===== config.mk =====
export PLATFORM = sky130hd
export DESIGN_NAME = rx_dc_corrector
export DESIGN_NICKNAME = d
export VERILOG_FILES = /design/src/rtl/dcoc_pkg.sv /design/src/rtl/dcoc_satsub.sv /design/src/rtl/dcoc_chan.sv /design/src/rtl/rx_dc_corrector.sv
export SDC_FILE = /design/constraint.sdc
export NUM_CORES = 1
export LEC_CHECK = 0
export BUFFER_PORTS_ARGS = -buffer_cell sky130_fd_sc_hd__buf_2
export CORE_ASPECT_RATIO = 1.75
export CORE_MARGIN = 4
export CORE_UTILIZATION = 54
export CTS_BUF_LIST = sky130_fd_sc_hd__clkbuf_8
export CTS_CLUSTER_DIAMETER = 50
export CTS_CLUSTER_SIZE = 14
export DETAILED_ROUTE_END_ITERATION = 8
export GPL_ROUTABILITY_DRIVEN = 0
export PLACE_DENSITY = 0.83
export REMOVE_ABC_BUFFERS = 1
export SETUP_SLACK_MARGIN = 0.2
export SLEW_MARGIN = 20
export SYNTH_ARGS = -nofsm -noshare
export SYNTH_HDL_FRONTEND = slang
export SYNTH_SLANG_ARGS = --single-unit

===== constraint.sdc =====
create_clock -name clk -period 5.5 [get_ports clk]
set_input_delay 1.1 -clock clk [delete_from_list [all_inputs] [get_ports clk]]
set_output_delay 1.1 -clock clk [all_outputs]
set_load 0.05 [all_outputs]

===== src/rtl/dcoc_pkg.sv =====
package dcoc_pkg;
   // width of the offset value field; 2^(VAL_W-1) is full scale
   localparam int VAL_W     = 30;
   // byte offset of the I channel word and spacing to the Q word
   localparam int OFS_FIRST = 8;
   localparam int OFS_STEP  = 4;
   localparam int N_CH      = 2;

   typedef struct packed {
      logic                    fixed;
      logic                    load;
      logic signed [VAL_W-1:0] value;
   } ctl_word_t;
endpackage


===== src/rtl/dcoc_satsub.sv =====
module dcoc_satsub #(
   parameter int W = 16
) (
   input  logic [W-1:0] a,
   input  logic [W:0]   b,
   output logic [W-1:0] y
);
   localparam int DW = W + 2;
   localparam logic signed [DW-1:0] MAXV = DW'((64'sd1 <<< (W - 1)) - 64'sd1);
   localparam logic signed [DW-1:0] MINV = -MAXV - DW'(1);

   logic signed [DW-1:0] d;

   assign d = DW'(signed'(a)) - DW'(signed'(b));

   always_comb begin
      if (d > MAXV)      y = MAXV[W-1:0];
      else if (d < MINV) y = MINV[W-1:0];
      else               y = d[W-1:0];
   end
endmodule


===== src/rtl/dcoc_chan.sv =====
module dcoc_chan
   import dcoc_pkg::*;
#(
   parameter int SAMP_W  = 16,
   parameter int SHIFT_K = 12,
   parameter int ADDR_W  = 5,
   parameter logic [ADDR_W-1:0] MY_ADDR = '0
) (
   input  logic              clk,
   input  logic              rst,
   input  logic              cfg_we,
   input  logic [ADDR_W-1:0] cfg_addr,
   input  logic [31:0]       cfg_wdata,
   input  logic              in_valid,
   input  logic [SAMP_W-1:0] in_x,
   output logic [SAMP_W-1:0] out_x,
   output logic [VAL_W-1:0]  est
);
   localparam int FRAC = VAL_W - SAMP_W;
   localparam int WIDE = VAL_W + 1;
   localparam logic signed [WIDE-1:0] HALF = WIDE'(1) <<< (FRAC - 1);

   ctl_word_t              w;
   logic                   hit, do_load, do_track, fixed_q;
   logic signed [VAL_W-1:0] est_q, est_d, x_sc;
   logic signed [WIDE-1:0]  diff, step, rnd_w;
   logic [SAMP_W-1:0]       sub_y, out_q;

   assign w        = ctl_word_t'(cfg_wdata);
   assign hit      = cfg_we && (cfg_addr == MY_ADDR);
   assign do_load  = hit && w.fixed && w.load;
   assign do_track = in_valid && !fixed_q && !(hit && w.fixed);

   // sample lifted into the value-field scale
   assign x_sc = {in_x, {FRAC{1'b0}}};
   assign diff = WIDE'(x_sc) - WIDE'(est_q);
   assign step = diff >>> SHIFT_K;

   always_comb begin
      est_d = est_q;
      if (do_load)       est_d = w.value;
      else if (do_track) est_d = VAL_W'(WIDE'(est_q) + step);
   end

   // estimate rounded to sample scale
   assign rnd_w = (WIDE'(est_q) + HALF) >>> FRAC;

   dcoc_satsub #(.W(SAMP_W)) u_sub (
      .a (in_x),
      .b (rnd_w[SAMP_W:0]),
      .y (sub_y)
   );

   always_ff @(posedge clk) begin
      if (rst) begin
         est_q   <= '0;
         fixed_q <= 1'b0;
         out_q   <= '0;
      end else begin
         est_q <= est_d;
         if (hit)      fixed_q <= w.fixed;
         if (in_valid) out_q   <= sub_y;
      end
   end

   assign est   = est_q;
   assign out_x = out_q;

   assert_load_R3: assert property (@(posedge clk) disable iff (rst)
      (cfg_we && cfg_addr == MY_ADDR && cfg_wdata[31] && cfg_wdata[30])
      |=> (est == $past(cfg_wdata[VAL_W-1:0])));

   assert_freeze_R4: assert property (@(posedge clk) disable iff (rst)
      (fixed_q && !(cfg_we && cfg_addr == MY_ADDR)) |=> $stable(est));

   assert_hold_R6: assert property (@(posedge clk) disable iff (rst)
      (!in_valid && !(cfg_we && cfg_addr == MY_ADDR)) |=> $stable(est));

   assert_zero_pass_R7: assert property (@(posedge clk) disable iff (rst)
      (in_valid && rnd_w == '0) |=> (out_x == $past(in_x)));
endmodule


===== src/rtl/rx_dc_corrector.sv =====
module rx_dc_corrector
   import dcoc_pkg::*;
#(
   parameter int SAMP_W  = 16,
   parameter int SHIFT_K = 12,
   parameter int ADDR_W  = 5
) (
   input  logic              clk,
   input  logic              rst,
   input  logic              cfg_we,
   input  logic [ADDR_W-1:0] cfg_addr,
   input  logic [31:0]       cfg_wdata,
   input  logic              in_valid,
   input  logic [SAMP_W-1:0] in_i,
   input  logic [SAMP_W-1:0] in_q,
   output logic              out_valid,
   output logic [SAMP_W-1:0] out_i,
   output logic [SAMP_W-1:0] out_q,
   output logic [VAL_W-1:0]  est_i,
   output logic [VAL_W-1:0]  est_q
);
   localparam int LAST_OFS = OFS_FIRST + OFS_STEP * (N_CH - 1);

   if (SAMP_W < 4 || SAMP_W > 24) begin : g_bad_width
      $error("SAMP_W must lie in 4..24");
   end
   if (SHIFT_K < 1 || SHIFT_K > 24) begin : g_bad_shift
      $error("SHIFT_K must lie in 1..24");
   end
   if (LAST_OFS >= (1 << ADDR_W)) begin : g_bad_addr
      $error("ADDR_W too narrow for the channel offsets");
   end

   logic [SAMP_W-1:0] x_arr [N_CH];
   logic [SAMP_W-1:0] y_arr [N_CH];
   logic [VAL_W-1:0]  e_arr [N_CH];
   logic              ov_q;

   assign x_arr[0] = in_i;
   assign x_arr[1] = in_q;

   for (genvar c = 0; c < N_CH; c++) begin : g_ch
      dcoc_chan #(
         .SAMP_W  (SAMP_W),
         .SHIFT_K (SHIFT_K),
         .ADDR_W  (ADDR_W),
         .MY_ADDR (ADDR_W'(OFS_FIRST + OFS_STEP * c))
      ) u_ch (
         .clk       (clk),
         .rst       (rst),
         .cfg_we    (cfg_we),
         .cfg_addr  (cfg_addr),
         .cfg_wdata (cfg_wdata),
         .in_valid  (in_valid),
         .in_x      (x_arr[c]),
         .out_x     (y_arr[c]),
         .est       (e_arr[c])
      );
   end

   always_ff @(posedge clk) begin
      if (rst) ov_q <= 1'b0;
      else     ov_q <= in_valid;
   end

   assign out_valid = ov_q;
   assign out_i     = y_arr[0];
   assign out_q     = y_arr[1];
   assign est_i     = e_arr[0];
   assign est_q     = e_arr[1];

   assert_valid_rise_R7: assert property (@(posedge clk) disable iff (rst)
      in_valid |=> out_valid);

   assert_valid_fall_R7: assert property (@(posedge clk) disable iff (rst)
      !in_valid |=> !out_valid);
endmodule


==> results of run 1 <==
critical path, delay by kind of cell:
kind | cells | cell delay, ns
simple gates | 5 | 1.67
compound gates | 9 | 1.50
fa+ha+maj | 2 | 0.59
buf+inv | 3 | 0.37
xor+xnor | 1 | 0.22
registers in the layout, indices dropped and copies added, names as in the netlist:
signal	cells
g_ch.u_ch.est	60
g_ch.u_ch.out_x	32
out_valid	1
g_ch.u_ch.fixed_q	2
placed cells by master, fill, tap and decap left out, types with 6 or more instances in the layout:
cell                         n
sky130_fd_sc_hd__o21a_1     15
sky130_fd_sc_hd__a211oi_1   26
sky130_fd_sc_hd__clkbuf_8   10
sky130_fd_sc_hd__buf_2     164
sky130_fd_sc_hd__a21o_1     39
sky130_fd_sc_hd__o21bai_1   11
sky130_fd_sc_hd__nor4_1     11
sky130_fd_sc_hd__ha_1      123
sky130_fd_sc_hd__and2_1      6
sky130_fd_sc_hd__xor2_1     33
sky130_fd_sc_hd__a31oi_1    25
sky130_fd_sc_hd__or2_2       6
sky130_fd_sc_hd__a22oi_1    57
sky130_fd_sc_hd__nand4_1    11
sky130_fd_sc_hd__nand2_1   117
sky130_fd_sc_hd__o21ai_0    46
sky130_fd_sc_hd__dfxtp_1    95
sky130_fd_sc_hd__nand2b_1   18
sky130_fd_sc_hd__inv_1      65
sky130_fd_sc_hd__and3_1     16
sky130_fd_sc_hd__or3_1      10
sky130_fd_sc_hd__nand3_1    47
sky130_fd_sc_hd__nor3_1     30
sky130_fd_sc_hd__nor2b_1    14
sky130_fd_sc_hd__o22ai_1     7
sky130_fd_sc_hd__buf_4      56
sky130_fd_sc_hd__o31ai_1     6
sky130_fd_sc_hd__xnor2_1    96
sky130_fd_sc_hd__nor2_1     88
sky130_fd_sc_hd__a21oi_1   140
kinds of logic after synthesis:
family                     Yosys count  share of synthesized area (%)
DFF                                 95                           19.2
and+or+nand+nor                    406                           20.0
adders and majority gates          130                           16.7
muxes                                6                          0.631
xor gates and xnor gates           129                           11.4
buffers and inverters              107                           4.10
AOI/OAI and AO/OA                  430                           28.0
area by class of cell:
class | count | area [um^2] | area share (%)
clock buffer | 10 | 138 | 1.18
inverter | 65 | 246 | 2.11
antenna | 2 | 5.00 | 0.0429
tap | 234 | 293 | 2.51
timing repair buffer | 222 | 1280 | 10.9
multi-input combinational | 1101 | 7760 | 66.5
sequential | 95 | 1900 | 16.3
clock inverter | 4 | 48.8 | 0.418
layer usage:
| layer | up-vias | wire [um] |
|---|---|---|
| met5 | - | 0 |
| met4 | 0 | 2050 |
| met3 | 140 | 1930 |
| met2 | 428 | 17100 |
| met1 | 5075 | 10800 |
| li1 | 5188 | - |
worst min path at each step:
stage	start	to	slack (ns)	cells past startpoint
after floorplan	g_ch[1].u_ch.fixed_q$_SDFFE_PP0P_	g_ch[1].u_ch.fixed_q$_SDFFE_PP0P_	0.44	2
after global placement	g_ch[0].u_ch.out_x[0]$_SDFFE_PP0P_	g_ch[0].u_ch.out_x[0]$_SDFFE_PP0P_	0.46	2
after detailed placement	g_ch[0].u_ch.out_x[4]$_SDFFE_PP0P_	g_ch[0].u_ch.out_x[4]$_SDFFE_PP0P_	0.47	2
after CTS	g_ch[0].u_ch.out_x[15]$_SDFFE_PP0P_	g_ch[0].u_ch.out_x[15]$_SDFFE_PP0P_	0.49	2
after global routing	g_ch[1].u_ch.out_x[9]$_SDFFE_PP0P_	g_ch[1].u_ch.out_x[9]$_SDFFE_PP0P_	0.51	2
final	g_ch[1].u_ch.out_x[14]$_SDFFE_PP0P_	g_ch[1].u_ch.out_x[14]$_SDFFE_PP0P_	0.49	2
report_power, final:
part	switching (mW)	leakage, nW	internal, mW	total, mW
sequential	0.316	0.786	0.931	1.25
combinational	3.70	4.34	2.44	6.14
clock	0.271	0.0917	0.217	0.487
total	4.29	5.22	3.59	7.87
metrics by stage:
| step | setup TNS, ns | total power [mW] | utilization (%) | cells | worst slack [ns] |
|---|---|---|---|---|---|
| after floorplan | 0 | 5.71 | - | 1261 | 0.243 |
| after global placement | -0.00281 | 6.99 | 62.2 | 1703 | -0.00281 |
| after detailed placement | -0.105 | 7.13 | 62.2 | 1703 | -0.0827 |
| after CTS | 0 | 7.65 | 63.3 | 1717 | 0.319 |
| after global routing | 0 | 8.51 | 64.6 | 1733 | 0.104 |
| final | 0 | 7.87 | 64.6 | 1733 | 0.358 |
what timing repair did:
action / CTS / global route
setup endpoints to repair: 0 / 8
hold endpoints to repair: 0 / 0
setup buffers: 0 / 14
resized for setup: 0 / 31
==> results.md, run 1 <==
Status:
- The run finished with clean final reports.

STA:
- Measured against its own limit, the worst slew margin works out to between 30 and 40%.
- For this run, the top clock speed supported by timing is 0.194 GHz.
- The worst path in the final design needs a cycle of 5.14 ns, including I/O delays and setup.
- The count of final max-slew check failures is 0.
- The final setup violation count is 0.
- Setup repair after global routing could not meet its margin everywhere.
- The worst-case clock skew is between 0.01 and 0.015 ns.
- The final count of hold timing violations is 0.
- At the pin with the least slew margin, the transition time is 0.922 ns.
- Dividing the final minimum period by the clock period gives 93.5%.
- Final hold analysis gives a worst-case slack of 0.487 ns.

Job:
- The max capacitance violation total is 0.

CTS:
- For this design, the CTS-stage hold fixing added 0 buffers.
- The H-tree level count is 3.
- The clock drives 95 sinks.
- The buffer levels on the longest clock path is 2.
- The total clock buffers created by CTS is 9.
- After clock tree synthesis, the clock-pin slew on the worst setup and hold paths is ~0.090 ns.
- The clock network latency to the later pin of the worst-skew pair is 0.39 ns.
- The root buffer cell is sky130_fd_sc_hd__clkbuf_8.
- TritonCTS built the clock tree.

Logic synthesis:
- The synthesized instance count is 1303.
- The number of flops mapped to enable cells by yosys is 0.
- The count of synthesis-stage warnings from yosys is 0.
- The cell area after synthesis is approximately 0.01 mm^2.
- For this run, the leading register cell type out of synthesis is sky130_fd_sc_hd__dfxtp_1.
- Sorting the synthesized cells by area gives the leading types as sky130_fd_sc_hd__dfxtp_1 (19%), sky130_fd_sc_hd__ha_1 (16%), sky130_fd_sc_hd__xnor2_1 (8.5%).
- The area fraction of the dominant cell type after synthesis is about a fifth.
- The distinct cell type count after synthesis is 72.
- The most area-hungry cell type in the Yosys netlist is sky130_fd_sc_hd__dfxtp_1.
- The sequential share of the synthesized area is 19.2%.
- The flop and latch count out of synthesis is 95.
- The async set-or-reset flop fraction in the synthesized netlist is 0%.
- The commonest cells after synthesis are sky130_fd_sc_hd__a21oi_1 (145), sky130_fd_sc_hd__ha_1 (126), sky130_fd_sc_hd__nand2_1 (117).
- In the post-synthesis netlist, the cell with the most instances is sky130_fd_sc_hd__a21oi_1.
- The average instance in the mapped netlist occupies 7.61 um^2.

Critical path:
- In this run the worst setup path begins at in_i[1].
- The worst-case register-to-register setup slack is 0.42 ns.
- In this design, the critical path's most frequently occurring cell is sky130_fd_sc_hd__a211oi_2.
- The required time of the critical path is 5.82 ns.
- Along the worst path, the maximum fanout reaches 5.
- The startpoint kind of the worst setup timing path is an input port.
- The endpoint of the most critical register-to-register path is g_ch[0].u_ch.est[29]$_SDFFE_PP0P_.
- The arrival time of the worst setup path is 5.46 ns.
- The depth of the worst register-to-register path is 20.
- On the worst path, the slowest cell contributes a delay of 0.54 ns.
- The cell with the largest stage delay on the worst path is sky130_fd_sc_hd__or4bb_4.
- The critical path goes through buf_8 > ha_4 > or4bb_4 > nor4_4 > o211ai_2 > a211oi_2 > nand2b_4 > xor2_1 > ha_1 > inv_1 > a211oi_2 > a211oi_1 > buf_4 > a211o_1 > a31oi_4 > a41o_1 > nand2_1 > a31oi_1 > or4_1 > o21ai_1.
- The worst register-to-register path begins at g_ch[0].u_ch.est[15]$_SDFFE_PP0P_.
- The worst setup path is captured at a register.
- The endpoint of the most critical setup path is g_ch[0].u_ch.est[29]$_SDFFE_PP0P_.
- The category of the most critical setup path is input port to register.

Global routing:
- Global routing used 29.1% of the available tracks across all layers.
- The layer carrying the most global-route usage is met2.
- The first global-routing pass estimated 50.4 mm of wire.
- The global-route met3 utilization is 4.21%.
- The overflow left after global routing is 0.
- The number of antenna violations at the first check in global routing is 2.
- The met2 demand-to-capacity share in global routing is 55.4%.
- Entering global routing, the biggest net connects 96 pins.
- The met1 demand-to-capacity share in global routing is 28.3%.
- The number of global-route vias before repair is 10700.

Detailed routing:
- After the first detailed-routing iteration, the DRC count stood at 623.
- In the final routed layout, each cell accounts on average for approximately 18 um.
- In the routed layout, each cell is associated on average with a via count of roughly 6.2.
- The number of nets still failing antenna checks after routing is 0.
- The detailed-router iteration count before antenna repair is 6.
- The final wirelength is 31.9 mm.
- The post-detailed-route DRC marker count is 0.
- The total number of vias is 10800.

Place:
- The placed cell area is 0.0112 mm^2.
- In this run the tool buffered the top-level ports with 165 buffer cells.
- The HPWL after detailed placement is 24.9 mm.

Power:
- The power per cell area is 675 mW/mm^2.
- The worst-case IR drop observed on VDD is 0.339 mV.
- The total leakage power is 5.22 nW.

Die:
- After floorplanning, the core was sized to cover 0.0181 mm^2.
- In this run the core area contains 65 standard-cell rows.
- The die covers 0.0207 mm^2.
- In this run the vertical extent of the chip is ~190 um.
- The total I/O pin count is about 170.
- The die is 110 um wide.
- For this configuration, the core starts out at a cell density of between 50% and 60%.

Worst hold path:
- The class of the tightest hold or removal check is register to register.

Finish:
- The net count of the finished layout is 1697.
- The post-synthesis to final-layout area growth is 17.6%.
- Cells with a size suffix above 1 make up between 10% and 20% of the layout.
- The filler cell count in the final layout is 1620.
- Once layout is done, the placed cells without fillers occupy 0.0117 mm^2.
(Power assumes the default switching activity.)
==> run 2: changes to the inputs <==
Settings changed: CAP_MARGIN set to 40, CELL_PAD_IN_SITES_DETAIL_PLACEMENT set to 1, CELL_PAD_IN_SITES_GLOBAL_PLACEMENT set to 2, CORE_UTILIZATION 54 to 31.
==> run 2 against run 1 <==
Via count down 0.60%. Sequential cell count unchanged. Clock power up 17%. Largest cell class unchanged.
==> results.md, run 2 (same netlist as run 1, synthesis figures left out) <==
Status:
- The flow ran to the end, and the final reports show no timing, DRC or antenna violations.

CTS:
- The TritonCTS sink count is 95.
- Buffers inserted during clock tree synthesis total 9.
- Hold repair after CTS inserted 0 buffers.
- The buffer levels on the longest clock path is 2.
- The clock network latency to the later pin of the worst-skew pair is 0.45 ns.
- The CTS clock-pin slew for the worst setup and hold paths is around 0.1 ns.
- The H-tree generated during clock tree synthesis spans 3 levels.
- TritonCTS built the clock tree.
- The tree is rooted in a sky130_fd_sc_hd__clkbuf_8.

Detailed routing:
- Wires add up to 39.6 mm.
- Using the TritonRoute via totals, the vias-per-cell ratio works out to between 5 and 6.
- For this block, the via count after detailed routing is between 10000 and 15000.
- After detailed routing, the number of remaining DRC violations is 0.
- The first routing iteration left 361 violations.
- After detailed routing, the average wire length per cell comes to 20.4 um.
- The detail route stage leaves a number of antenna-violating nets equal to 0.
- Before antenna repair, the detailed router went through 5 iterations.

Place:
- The total of buffers placed on input and output ports is roughly 170.
- The placed instance count is 1915.
- Once placement finished, the instance area stood at roughly 0.012 mm^2.
- Detailed placement finished with a half-perimeter wire length of about 32 mm.
- The pre-CTS setup slack is -0.139 ns.

Worst hold path:
- The class of the tightest hold or removal check is register to register.
- Along the worst hold path, the cell count comes to 2.

Power:
- The internal portion of the total power is 3.80 mW.
- IR analysis of the VDD net gives a maximum drop of 0.270 mV.
- Net switching is a little over half of the power.
- The net switching power is ~4.5 mW.
- Summed over all cells, the static leakage comes to 5.46 nW.
- Registers are responsible for 14.3% of the overall power.
- The combinational fraction of design power is 78.9%.
- The fraction of power consumed by the clock network is under 10%.
- The power per cell area is 682 mW/mm^2.
- The design draws 8.33 mW.

Critical path:
- The worst setup path is of the input port to register kind.
- Traced cell by cell, the critical path runs through buf_2 > ha_4 > or4bb_4 > nor4_4 > o211ai_2 > a211oi_2 > buf_4 > nand2b_4 > xor2_1 > ha_1 > buf_4 > a211oi_2 > buf_4 > a211o_1 > a31oi_4 > a41o_1 > nand2_1 > a31oi_1 > or4_1 > o21ai_1.
- Counting cells, the worst reg-to-reg path comes to 20.
- Of all nets on the critical path, the largest fanout is 3.
- The critical path endpoint category is a register.
- The worst setup path is launched from an input port.
- The arrival time of the worst setup path is 5.49 ns.
- The slowest stage of the critical path is the sky130_fd_sc_hd__or4bb_4 cell.
- For the worst setup path, the data required time is a little under 6 ns.
- On the worst path, the slowest cell contributes a delay of 0.54 ns.
- The most repeated library cell on the critical path is sky130_fd_sc_hd__buf_4.

Global routing:
- Entering global routing, the biggest net connects 60 pins.
- The number of global-route vias before repair came to 11600.
- The number of antenna violations at the first check in global routing is 4.
- Global routing consumed, over all layers together, 22.4% of the routing resources.
- The first-pass GRT wire length is 61.6 mm.
- The overflow left after global routing is 0.

STA:
- Setup repair after global routing could not meet its margin everywhere.
- The normalized max-slew margin is 47.8%.
- The final critical-path share of the clock period is 93.2%.
- For the pin with the worst max-slew slack, the measured transition is 0.783 ns.
- The time the worst path needs with I/O delays and setup is ~5.1 ns.
- The final count of hold timing violations is 0.
- Static timing analysis puts the maximum clock frequency at 0.195 GHz.
- The count of final max-slew check failures is 0.
- The final setup violation count is 0.
- The worst-case clock skew is around 0.020 ns.
- Setup slack closes at 0.374 ns.

Die:
- Pin placement for this block handled 166 I/O pins.
- The core region is 0.0315 mm^2.
- The total die area is 0.0350 mm^2.
- The standard-cell row count is 86.
- The die span in x is around 140 um.
- The initial standard-cell utilization of the core is a little under a third.
- The die height is 245 um.

Job:
- The max capacitance violation total is 0.

Finish:
- In the layout the commonest cells are sky130_fd_sc_hd__buf_2 (164), sky130_fd_sc_hd__a21oi_1 (140), sky130_fd_sc_hd__ha_1 (124), sky130_fd_sc_hd__nand2_1 (117), sky130_fd_sc_hd__buf_4 (101).
- The post-layout instance count excluding filler cells is slightly below 2000.
- The post-synthesis to final-layout area growth is 23.1%.
- The flip-flop count of the largest register after layout is 60.
- The filler cells instantiated in the layout total 3989.
- Summing all non-filler instances in the final layout gives an area of 0.0122 mm^2.
- The library cell used most frequently in the layout, excluding fill and tap cells, is sky130_fd_sc_hd__buf_2.
- At the end of the flow, the number of nets in the layout was 1742.
- In the final layout, the share of cells above drive strength 1 is 21.3%.
[run 2: path summary, 6_finish.rpt]
path                                 startpoint  slack, ns                            endpoint
max reg2reg   g_ch[0].u_ch.est[15]$_SDFFE_PP0P_       0.64   g_ch[0].u_ch.est[29]$_SDFFE_PP0P_
max                                     in_i[1]       0.37   g_ch[0].u_ch.est[29]$_SDFFE_PP0P_
min          g_ch[1].u_ch.out_x[4]$_SDFFE_PP0P_       0.49  g_ch[1].u_ch.out_x[4]$_SDFFE_PP0P_
min reg2reg  g_ch[1].u_ch.out_x[4]$_SDFFE_PP0P_       0.49  g_ch[1].u_ch.out_x[4]$_SDFFE_PP0P_
[run 2: critical path: cells and delay by family]
kind,cells,cell delay (ns)
AND/OR/NAND/NOR,5,1.59
adder cells (fa/ha/maj),2,0.59
AO/OA/AOI/OAI,8,1.35
buffers and inverters,4,0.59
XOR/XNOR,1,0.28
[run 2: layout make-up]
class | count | area [um^2] | share of cell area, %
multi-input cells | 1101 | 7730 | 63.3
flip-flops and latches | 95 | 1900 | 15.6
repair buffers | 267 | 1610 | 13.2
well taps | 396 | 495 | 4.06
inverters | 65 | 246 | 2.02
clock buffers | 11 | 151 | 1.24
clock inverters | 5 | 65.1 | 0.533
diodes | 2 | 5.00 | 0.0410
[run 2: power groups by stage]
stage                     Combinational (mW)  Clock, mW  Sequential, mW
after detailed placement                6.44          0            1.21
final                                   6.57      0.570            1.19
after CTS                               6.48      0.594            1.19
after floorplan                         3.74          0            1.98
after global placement                  6.30          0            1.21
after global routing                    7.23      0.613            1.22
[run 2: repair_timing]
| item | CTS | global route |
|---|---|---|
| setup buffers | 0 | 9 |
| resized for setup | 0 | 25 |
| endpoints found under the setup margin | 0 | 5 |
[run 2: per-layer routing]
layer  vias to the layer above  wire length, um  track usage [%]
met5                         -                0                0
li1                       5269                -                -
met4                         0             1890             10.0
met1                      5203            14500             22.1
met3                        84             1030             2.73
met2                       210            22200             45.0
[run 2: metrics by stage]
step / hold WS [ns] / utilization [%] / TNS (ns)
floorplan: 0.438 / - / 0
global placement: 0.465 / 37.4 / -0.0661
detailed placement: 0.475 / 37.5 / -0.232
CTS: 0.495 / 38.2 / 0
global route: 0.510 / 38.7 / 0
finish: 0.489 / 38.7 / 0
==> run 3: changes to the inputs <==
Settings changed: CORE_UTILIZATION 31 to 37, CTS_CLUSTER_DIAMETER 50 to 60, PLACE_DENSITY 0.83 to 0.93.
Clock period 5.5 ns to 6.1 ns, I/O delays scaled along.
==> run 3 against run 2 <==
Highest routed layer unchanged. Total power decreased by 16%. Via count decreased by 2.6%. Largest power group unchanged. Critical path type unchanged. Core utilization increased by 4.4 points. First-iteration DRC count increased by 14%. Clock power decreased by 6.0%. Final area decreased by 6.5%. Wire length decreased by 8.0%. Non-clock buffer count decreased by 80. Critical endpoint is now g_ch[1].u_ch.est[29]$_SDFFE_PP0P_. Final cell count decreased by 8.0%.
==> results.md, run 3 (same netlist as run 1, synthesis figures left out) <==
Status:
- The flow ran to the end, and the final reports show no timing, DRC or antenna violations.

Global routing:
- The number of global-route vias before repair is 11400.
- In the global route stage, overall resource usage came out at 24.4%.
- The number of antenna violations at the first check in global routing is 0.
- The overflow left after global routing is 0.
- The first-pass GRT wire length is 58.2 mm.
- The maximum number of pins on one net before global-route repair is 56.

Place:
- During placement, the flow inserted port buffers numbering 165.
- The placed cell area is around 0.011 mm^2.
- The pre-CTS setup slack is -0.0777 ns.
- After legalization and detailed placement, the total HPWL measured between 20 and 30 mm.

Die:
- The die height is 225 um.
- After floorplanning, the core was divided into 79 placement rows.
- For this configuration, the core starts out at a cell density of 37.5%.
- The die covers ~0.030 mm^2.
- The die span in x is 132 um.
- The standard cell core area is approximately 0.026 mm^2.
- During I/O placement, the number of pins put on the boundary was 166.

CTS:
- The number of post-CTS setup repair buffers is 0.
- Clock-pin slew was measured on the worst setup and hold paths at 0.12 ns.
- The root buffer cell is sky130_fd_sc_hd__clkbuf_8.
- The total clock buffers created by CTS is 9.
- The H-tree was split into 3 levels.
- The clock network latency to the later pin of the worst-skew pair is approximately 0.44 ns.
- Counting every sink on the clock net gives 95.
- TritonCTS built the clock tree.
- In this run the deepest clock path goes through 2 buffers.

Finish:
- The net count of the finished layout is 1662.
- The sequential standard cell area is 0.00190 mm^2.
- The total area of multi-input combinational cells is 0.00764 mm^2.
- The repair_antennas step left the layout with diodes totalling 0.
- The flip-flop count of the largest register after layout is 60.
- Leaving out fill and tap cells, the most frequent cell in the layout is sky130_fd_sc_hd__buf_2.
- The post-synthesis to final-layout area growth is 15.1%.
- In the final layout, the share of cells above drive strength 1 is 15.8%.
- The final cell area excluding filler cells is 0.0114 mm^2.
- Leaving out fill and tap cells, the most frequent cells in the layout are sky130_fd_sc_hd__buf_2 (164), sky130_fd_sc_hd__a21oi_1 (145), sky130_fd_sc_hd__ha_1 (126), sky130_fd_sc_hd__nand2_1 (117), sky130_fd_sc_hd__xnor2_1 (96).
- Counting the fill cells in the layout gives about 3400.

Detailed routing:
- After detailed routing, the number of remaining DRC violations is 0.
- The via density per instance is 5.87.
- The detailed-router iteration count before antenna repair is 5.
- The detail route stage leaves a number of antenna-violating nets equal to 0.
- The routed wirelength normalized by instance count is around 20 um.
- The detailed router finished its first iteration with 411 violations.
- The total number of vias is 10500.
- For this block, the routed nets add up to 36.4 mm of wire.

Power:
- In this run the power density over the cells is 615 mW/mm^2.
- The total leakage power is 5.06 nW.
- The post-route total power is 7.02 mW.
- The maximum ir drop on the vdd rail is 0.212 mV.

STA:
- Static timing analysis puts the maximum clock frequency at 0.184 GHz.
- The normalized max-slew margin is 52.5%.
- The final setup slack of the worst path is 0.657 ns.
- The post-route setup TNS is 0 ns.
- Setup violations remaining at the end of the flow were counted as 0.
- Setup repair after global routing left no endpoint under its margin.
- The count of final max-slew check failures is 0.
- The transition time at the pin with the least slew margin is 0.694 ns.
- The final count of hold timing violations is 0.
- The time the worst path needs with I/O delays and setup is 5.44 ns.
- The final critical path takes up 89.2% of the cycle.
- For the final database, setup skew stands at ~0.019 ns.

Critical path:
- For the worst setup path, the data required time is 6.43 ns.
- The highest net fanout along the worst path is 4.
- Data on the critical path arrives at its endpoint at 5.77 ns.
- The startpoint kind of the worst setup timing path is an input port.
- The category of the most critical setup path is input port to register.
- The worst setup path is captured at a register.

Job:
- Across the run, the number of max-cap violations was 0.

Worst hold path:
- In this run the worst hold path is classified as register to register.
==> run 3: worst max-delay path, stage by stage <==
cell and delay [ns]:
sky130_fd_sc_hd__buf_2 0.11, sky130_fd_sc_hd__ha_1 0.30, sky130_fd_sc_hd__nor3b_1 0.23, sky130_fd_sc_hd__a41oi_2 0.19
sky130_fd_sc_hd__a211oi_2 0.32, sky130_fd_sc_hd__o2111ai_1 0.22, sky130_fd_sc_hd__a31oi_2 0.26, sky130_fd_sc_hd__a21oi_1 0.14
sky130_fd_sc_hd__nor2b_1 0.17, sky130_fd_sc_hd__o21a_1 0.15, sky130_fd_sc_hd__nor2_1 0.05, sky130_fd_sc_hd__xnor2_1 0.12
sky130_fd_sc_hd__ha_1 0.33, sky130_fd_sc_hd__nand2_1 0.12, sky130_fd_sc_hd__or3_1 0.40, sky130_fd_sc_hd__a2111oi_2 0.39
sky130_fd_sc_hd__a221o_1 0.20, sky130_fd_sc_hd__o221ai_1 0.18, sky130_fd_sc_hd__o21ai_1 0.21, sky130_fd_sc_hd__xnor2_1 0.10
sky130_fd_sc_hd__a222oi_1 0.31, sky130_fd_sc_hd__nor2_1 0.07
==> run 3: layer usage <==
metal  wire, um  global-route usage, %
met2      21100                   51.3
met3       1030                   3.45
met5          0                      0
met1      13000                   23.2
met4       1260                   9.70
==> run 3: final timing paths <==
path / endpoint / startpoint / slack, ns / depth (start not counted)
setup / recovery: g_ch[1].u_ch.est[29]$_SDFFE_PP0P_ / in_q[0] / 0.66 / 22
hold / removal: g_ch[0].u_ch.out_x[1]$_SDFFE_PP0P_ / g_ch[0].u_ch.out_x[1]$_SDFFE_PP0P_ / 0.48 / 2
setup reg to reg: g_ch[0].u_ch.est[29]$_SDFFE_PP0P_ / g_ch[0].u_ch.est[15]$_SDFFE_PP0P_ / 0.95 / 20
hold reg to reg: g_ch[0].u_ch.out_x[1]$_SDFFE_PP0P_ / g_ch[0].u_ch.out_x[1]$_SDFFE_PP0P_ / 0.48 / 2
==> run 3: repair_timing <==
action                                  CTS  global route
hold buffers                              0             0
resized for setup                         0             4
endpoints found under the setup margin    0             1
==> run 3: cell type report <==
type	instances	share of cell area, %
tap	324	3.55
inverter	65	2.14
timing repair buffer	187	8.70
clock buffer	12	1.45
multi-input combinational	1101	66.9
sequential	95	16.7
clock inverter	3	0.570
==> run 3: per-stage QoR <==
stage / utilization, % / std cells / hold slack, ns
6_report: 43.1 / 1787 / 0.483
5_1_grt: 43.1 / 1787 / 0.511
3_5_place_dp: 42.2 / 1772 / 0.469
2_1_floorplan: - / 1261 / 0.438
4_1_cts: 43.1 / 1787 / 0.488
3_3_place_gp: 42.2 / 1772 / 0.465
==> run 3: report_power, final <==
group | switching, mW | internal [mW] | leakage, nW
clock network | 0.274 | 0.262 | 0.118
registers | 0.286 | 0.839 | 0.786
logic | 3.34 | 2.02 | 4.16
total | 3.90 | 3.12 | 5.06
